[config.mk]
export PLATFORM = sky130hd
export DESIGN_NAME = dma_irq_status
export DESIGN_NICKNAME = d
export VERILOG_FILES = /design/src/rtl/dma_irq_pkg.sv /design/src/rtl/irq_stack.sv /design/src/rtl/dma_stat_view.sv /design/src/rtl/dma_irq_status.sv
export SDC_FILE = /design/constraint.sdc
export NUM_CORES = 1
export LEC_CHECK = 0
export ABC_CLOCK_PERIOD_IN_PS = 6600
export CORE_MARGIN = 8
export CORE_UTILIZATION = 30
export CTS_CLUSTER_SIZE = 20
export DETAILED_ROUTE_END_ITERATION = 10
export HOLD_SLACK_MARGIN = 0.15
export PLACE_DENSITY_LB_ADDON = 0.08
export SETUP_SLACK_MARGIN = 0.15
export SLEW_MARGIN = 20
export SYNTH_ARGS = -nofsm -noshare
export SYNTH_HDL_FRONTEND = slang
export SYNTH_SLANG_ARGS = --single-unit
[constraint.sdc]
create_clock -name clk -period 6.6 [get_ports clk]
set_clock_uncertainty 0.05 [all_clocks]
set_input_delay 1.32 -clock clk [delete_from_list [all_inputs] [get_ports clk]]
set_output_delay 1.32 -clock clk [all_outputs]
set_load 0.01 [all_outputs]
[src/rtl/dma_irq_pkg.sv]
package dma_irq_pkg;
  localparam int WORD_W  = 8;
  localparam int FE_BIT  = 7;
  localparam int RSV_BIT = 2;
  localparam logic [WORD_W-1:0] IRQ_BITS = 8'h7B;
endpackage

[src/rtl/irq_stack.sv]
module irq_stack #(
  parameter int W     = 8,
  parameter int DEPTH = 4
) (
  input  logic         clk,
  input  logic         rst_n,
  input  logic         push,
  input  logic         pop,
  input  logic [W-1:0] din,
  output logic [W-1:0] dout,
  output logic         empty,
  output logic         full
);
  localparam int PW = (DEPTH > 1) ? $clog2(DEPTH) : 1;
  localparam int CW = $clog2(DEPTH + 1);

  logic [W-1:0]  mem [DEPTH];
  logic [PW-1:0] rp, wp, newest;
  logic [CW-1:0] cnt;
  logic          wr_new, wr_merge;

  function automatic logic [PW-1:0] inc(input logic [PW-1:0] p);
    return (p == PW'(DEPTH - 1)) ? '0 : p + 1'b1;
  endfunction

  assign empty    = (cnt == '0);
  assign full     = (cnt == CW'(DEPTH));
  assign newest   = (wp == '0) ? PW'(DEPTH - 1) : wp - 1'b1;
  assign wr_new   = push && (!full || pop);
  assign wr_merge = push && full && !pop;
  assign dout     = mem[rp];

  always_ff @(posedge clk or negedge rst_n) begin
    if (!rst_n) begin
      rp  <= '0;
      wp  <= '0;
      cnt <= '0;
    end else begin
      if (pop)    rp <= inc(rp);
      if (wr_new) wp <= inc(wp);
      if (wr_new && !pop)      cnt <= cnt + 1'b1;
      else if (pop && !wr_new) cnt <= cnt - 1'b1;
    end
  end

  always_ff @(posedge clk) begin
    if (wr_new)        mem[wp]     <= din;
    else if (wr_merge) mem[newest] <= mem[newest] | din;
  end


  pop_nonempty_chk: assert property (@(posedge clk) disable iff (!rst_n)
    pop |-> !empty);


  merge_keeps_full_chk: assert property (@(posedge clk) disable iff (!rst_n)
    (push && full && !pop) |=> full);
endmodule

[src/rtl/dma_stat_view.sv]
module dma_stat_view
  import dma_irq_pkg::*;
(
  input  logic [WORD_W-1:0] word,
  input  logic [WORD_W-1:0] mask,
  input  logic              fifo_empty,
  output logic [WORD_W-1:0] rdata,
  output logic              pend
);
  always_comb begin
    rdata          = word & IRQ_BITS;
    rdata[FE_BIT]  = fifo_empty;
    rdata[RSV_BIT] = 1'b0;
  end

  assign pend = |(word & mask & IRQ_BITS);
endmodule

[src/rtl/dma_irq_status.sv]
module dma_irq_status
  import dma_irq_pkg::*;
#(
  parameter int DEPTH = 4
) (
  input  logic              clk,
  input  logic              rst_n,
  input  logic [WORD_W-1:0] evt_i,
  input  logic [WORD_W-1:0] mask_i,
  input  logic              fifo_empty_i,
  input  logic              rd_i,
  output logic [WORD_W-1:0] rdata_o,
  output logic              pend_o
);
  logic [WORD_W-1:0] cur, cur_d, evt, stk_dout;
  logic              refill_q, refill_d;
  logic              push, pop, stk_empty, stk_full;

  assign evt = evt_i & IRQ_BITS;

  always_comb begin
    cur_d    = cur;
    push     = 1'b0;
    pop      = 1'b0;
    refill_d = 1'b0;
    if (refill_q) begin
      cur_d = stk_dout;
      pop   = 1'b1;
      push  = |evt;
    end else if (rd_i) begin
      if (stk_empty) begin
        cur_d = evt;
      end else begin
        cur_d    = '0;
        refill_d = 1'b1;
        push     = |evt;
      end
    end else if (cur == '0) begin
      cur_d = evt;
    end else begin
      push = |evt;
    end
  end

  always_ff @(posedge clk or negedge rst_n) begin
    if (!rst_n) begin
      cur      <= '0;
      refill_q <= 1'b0;
    end else begin
      cur      <= cur_d;
      refill_q <= refill_d;
    end
  end

  irq_stack #(.W(WORD_W), .DEPTH(DEPTH)) u_stack (
    .clk   (clk),
    .rst_n (rst_n),
    .push  (push),
    .pop   (pop),
    .din   (evt),
    .dout  (stk_dout),
    .empty (stk_empty),
    .full  (stk_full)
  );

  dma_stat_view u_view (
    .word       (cur),
    .mask       (mask_i),
    .fifo_empty (fifo_empty_i),
    .rdata      (rdata_o),
    .pend       (pend_o)
  );


  hold_chk: assert property (@(posedge clk) disable iff (!rst_n)
    (!refill_q && !rd_i && cur != '0) |=> (cur == $past(cur)));


  clear_chk: assert property (@(posedge clk) disable iff (!rst_n)
    (rd_i && !refill_q && stk_empty && evt == '0) |=> (cur == '0));


  refill_chk: assert property (@(posedge clk) disable iff (!rst_n)
    refill_q |=> (cur != '0));


  pend_gap_chk: assert property (@(posedge clk) disable iff (!rst_n)
    (rd_i && !refill_q && !stk_empty) |=> !pend_o);
endmodule

* Word-level counts from Yosys, hierarchy flattened
Memory sizes are Yosys's and may differ from the RTL's. Index checks and enable logic that the tools add are counted. Widths: inputs -> output; s select.
Storage, ports and cells: flip-flop bits (word level) 16, bits in writable memories 32, output and inout port bits 9, logic and storage cells 58, memories kept 1
Operators by class: $add $sub $neg 5, eq/ne operators 3, mux-type cells 25, bitwise gates (word level) 2, reduce and logical (&&, ||, !) cells 17
Memories:
- u_stack.mem | words 4, bits a word 8, read ports 2, clocked after Yosys merged registers in 0, wr ports 1, RTL line irq_stack.sv:17 | logic [W-1:0] mem [DEPTH];
Operators with widths (number):
- $mux 8 | 4
- $mux 1 | 14
- $reduce_or 6->1 | 2
- $logic_not 8->1 | 1
- $mux 2 | 4
- $or 8x7->8 | 1
- $reduce_or 8->1 | 1
- $and 7x7->7 | 1
- $mux 7 | 1
- $mux 3 | 2
- $logic_and 1x1->1 | 5
- $add 2x1->2 const B | 2
- $eq 2x2->1 const B | 2
- $add 3x1->3 const B | 1
- $eq 3x3->1 const B | 1
- $logic_not 1->1 | 3
- $logic_not 3->1 | 1
- $reduce_bool 3->1 | 1
- $sub 3x1->3 const B | 1
- $logic_not 2->1 | 1
- $reduce_bool 2->1 | 1
- $sub 2x1->2 const B | 1
- $logic_or 1x1->1 | 1

* Depth between registers and ports, before layout
word-level depth 11, mapped depth 11, mapped depth without buffers 10

* By module
A second synthesis with hierarchy kept.
Second synthesis, totals: cells, all modules 179, area total of the unflattened synthesis 2526.2 sq um
Modules (own cells, without submodules):
- irq_stack | times used 1, cells an instance 118, area each 1955.6 sq um
- dma_irq_status | times used 1, cells an instance 48, area each 479.2 sq um
- dma_stat_view | times used 1, cells an instance 13, area each 91.3 sq um

* Worst setup path before layout
OpenSTA, ideal clock, no wires.
kind input -> output, from input mask_i[3], to output pend_o, arrival time 1.616 ns, data required time 5.230 ns, setup slack 3.614 ns, cell stages on the path 2, buffers on the path 0, path through a22oi_1 nand3_1
Between the ends: word-level cells in the longest chain between the ends 2
RTL lines:
- from (decl) | RTL line dma_irq_status.sv:9 | input logic [WORD_W-1:0] mask_i,
- $and 7x7->7 | RTL line dma_stat_view.sv:16 | assign pend = |(word & mask & IRQ_BITS);
- $reduce_or 6->1 | RTL line dma_stat_view.sv:16
- to (decl) | RTL line dma_irq_status.sv:13 | output logic pend_o
No other way between the ends.

* Worst setup path after layout
from input mask_i[0], to output pend_o
Same word-level chain as after synthesis.

==> results.rst <==
.. list-table::
   :header-rows: 1

   * - Metric
     - Value
   * - Outcome
     - finished clean
   * - Distinct cell type count after synthesis
     - 34
   * - Classification of the worst setup path
     - in2out
   * - Final Slew Violations
     - 0
   * - First drt pass iteration count
     - 4
   * - Overall Global Routing Usage
     - a little over 10%
   * - Timing-limited maximum frequency
     - 257 MHz
   * - Kind of start point of the critical path
     - input port
   * - Skew-Pair Late Insertion Delay
     - roughly 0.30 ns
   * - Main combinational cell family by area after synthesis
     - multiplexers
   * - Remaining number of nets flagged by the antenna check after routing
     - 0
   * - Measured slew at the worst slew-check pin
     - about 0.94 ns
   * - DRC violation count after routing
     - 0
   * - Adder-cell area share of the yosys netlist
     - 2.89%
   * - Iter 0 DRT Violations
     - 62
   * - Post-route setup TNS
     - 0 ns
   * - Congestion Overflow GR
     - 0
   * - Number of diodes added for antenna fixing
     - 0
   * - Quantity of gates resized following cts
     - 0
   * - Worst slew margin relative to its limit
     - 37.2%
   * - Setup repair after global routing missed its margin
     - no
   * - Final instance count without filler cells
     - approximately 280
   * - Die X-Extent
     - 106 um
   * - Arrival time at the worst endpoint
     - 2.51 ns
   * - Antenna violations before repair
     - 0
   * - Total number of clock tree sinks
     - 48
   * - Vertical extent of the die
     - between 100 and 150 um
   * - Core region area
     - 0.00801 mm2
   * - Root buffer cell
     - clkbuf_8
   * - Part of the Yosys area used for sequential elements
     - between 50% and 60%
   * - Ys Warns
     - 0
   * - Number of buffers between clock root and the deepest sink
     - 2
   * - Worst Hold Class
     - reg2reg
   * - Fraction of final layout cells with drive strength greater than 1
     - between 10% and 20%
   * - CTS buffer count
     - 5
   * - Pin count of the biggest net entering global routing
     - 17
   * - Post-Synth Simple-Gate Area
     - approximately 8.0%
   * - Starting density of the core
     - between 30 and 40%
   * - Drt via density
     - between 5 and 6
   * - Area Growth Syn to Fin
     - 14.2%
   * - Syn Inst Count
     - ~160
   * - Final Critical Period
     - ~3.9 ns
   * - Post-detailed-placement half-perimeter wirelength
     - 4000 um
   * - Wire length of the first global-routing pass
     - approximately 8700 um
   * - Critical path fanouts, max
     - 1
   * - Clock transition at the registers of the reported paths
     - around 0.09 ns
   * - Post-synthesis instance area
     - about 0.0024 mm2
   * - Xor/xnor cell area share of the yosys netlist
     - 1.08%
   * - Port bufs
     - 21
   * - Post-Syn Nets
     - roughly 190
   * - Largest vdd supply drop
     - about 0.12 mV
   * - Final-report hold violation count
     - 0
   * - Required time worst endpoint
     - approximately 5.2 ns
   * - Post-CTS setup buffer count
     - 0
   * - Share of the synthesized area in compound gates (AO/OA/AOI/OAI)
     - 9.53%
   * - LEAKAGE
     - around 0.0011 uW
   * - Post-synthesis mux area share
     - between 10% and 20%
   * - Final net count
     - 200
   * - Number of rows created at floorplan
     - 33
   * - Cells after DPL
     - around 270
   * - Count of vias placed by the detailed router
     - roughly 1.4k
   * - Final routed wirelength across all metal layers
     - approximately 5400 um
   * - Critical path capture point type
     - output port
   * - Register bit count reported by yosys
     - 48
   * - Power per unit of standard cell area
     - between 500 and 600 mW/mm2
   * - CTS tree
     - done
   * - Average cell area after synthesis
     - 15.0 um2
   * - Floorplan die area
     - roughly 0.011 mm2
   * - Max-cap violations
     - 0
   * - Count of hold buffers inserted by post-cts repair
     - 0
   * - FILL cells
     - between 700 and 800
   * - Final critical-path share of the clock period
     - between 50% and 60%
   * - Vias in the first global route
     - approximately 1.5k
   * - Drt wl/cell
     - approximately 19 um
   * - Number of primary I/O pins
     - 29
   * - RD Place Congestion
     - about 0.69
   * - Overall Power
     - ~1500 uW
   * - Final setup violation count
     - 0
   * - CTS H-tree lvls
     - 2
==> Yosys cell counts (all sizes together) <==
master	count	area, um2
nor4	3	18.8
mux2	4	45.0
a21oi	2	10.0
or3	1	6.26
o31a	1	8.76
a22oi	3	22.5
a22o	8	70.1
dfrtp	16	400
mux4	16	360
nor4b	2	32.5
nand2b	1	6.26
fa	1	20.0
a31oi	2	12.5
and3	1	6.26
nor3	6	30.0
buf	13	106
and2	2	12.5
edfxtp	32	961
o21ai	2	10.0
ha	4	50.1
xor2	2	17.5
conb	1	3.75
xnor2	1	8.76
nand3	4	20.0
clkbuf	2	7.51
inv	6	22.5
nor2b	1	13.8
nor2	10	40.0
a21o	13	97.6
nand2	2	7.51
==> cells in the final DEF (no fill, tap or decap), types with 5 or more instances in the layout <==
master,count
dfrtp_1,16
clkbuf_8,5
inv_1,6
nor3_1,6
mux4_2,16
clkdlybuf4s50_1,21
a22o_1,8
a21o_1,13
edfxtp_1,32
nor2_1,9
==> power breakdown <==
part,internal (uW),switching (uW)
registers,491,130
clock network,114,101
logic,329,292
total,934,524
==> state kept, by name, summed over array words and instances, names as in the netlist <==
signal and flops:
cur 8, refill_q 1, u_stack.cnt 3, u_stack.mem 32
u_stack.rp 2, u_stack.wp 2
==> per-stage QoR <==
step / worst slack, ns / utilization, % / cell area, um2 / hold WS [ns]
2_1_floorplan: 3.61 / - / 2430 / 0.425
3_3_place_gp: 2.75 / 33.2 / 2660 / 0.447
3_5_place_dp: 2.71 / 33.2 / 2660 / 0.447
4_1_cts: 2.71 / 34.6 / 2770 / 0.469
5_1_grt: 2.64 / 34.6 / 2770 / 0.508
6_report: 2.72 / 34.6 / 2770 / 0.464
==> critical path, stage by stage <==
cell,delay [ns]
clkdlybuf4s50_1,0.41
a22oi_1,0.19
nand3_1,0.09
clkdlybuf4s50_1,0.50
==> metal layers <==
| layer | GRT usage, % | vias to the layer above | wire length, um |
|---|---|---|---|
| li1 | - | 647 | - |
| met1 | 12.6 | 747 | 2500 |
| met2 | 16.5 | 30 | 2650 |
| met3 | 3.02 | 5 | 233 |
| met4 | 3.32 | 0 | 62 |
| met5 | 0 | - | 0 |
==> path summary, 6_finish.rpt <==
| kind | endpoint | cells after the start | startpoint | slack (ns) |
|---|---|---|---|---|
| worst min-delay path | cur[2] | 1 | cur[2] | 0.46 |
| worst min register to register | cur[2] | 1 | cur[2] | 0.46 |
| min in group asynchronous | u_stack.cnt[0] | 1 | rst_n | 1.41 |
| worst max-delay path | pend_o | 4 | mask_i[0] | 2.72 |
| worst max register to register | u_stack.mem[1][6] | 5 | u_stack.wp[0] | 3.99 |
| max in group asynchronous | cur[5] | 1 | rst_n | 4.62 |
==> final cells by class <==
cell class              count  area [um2]  share of cell area, %
flip-flops and latches     48        1360                   49.1
multi-input cells          93         931                   33.6
repair buffers             21         210                   7.58
well taps                 105         131                   4.74
clock buffers               5        68.8                   2.48
clock inverters             3        47.5                   1.71
inverters                   6        22.5                  0.812
==> cells by family (layout without fill, tap and decap cells) <==
kind of cell,Yosys count,count (layout)
simple gates,33,33
buf+inv,21,35
flops,48,48
xor+xnor,3,3
compound gates,31,31
fa+ha+maj,5,5
other cells,1,1
mux,20,20
(Power assumes the default switching activity.)
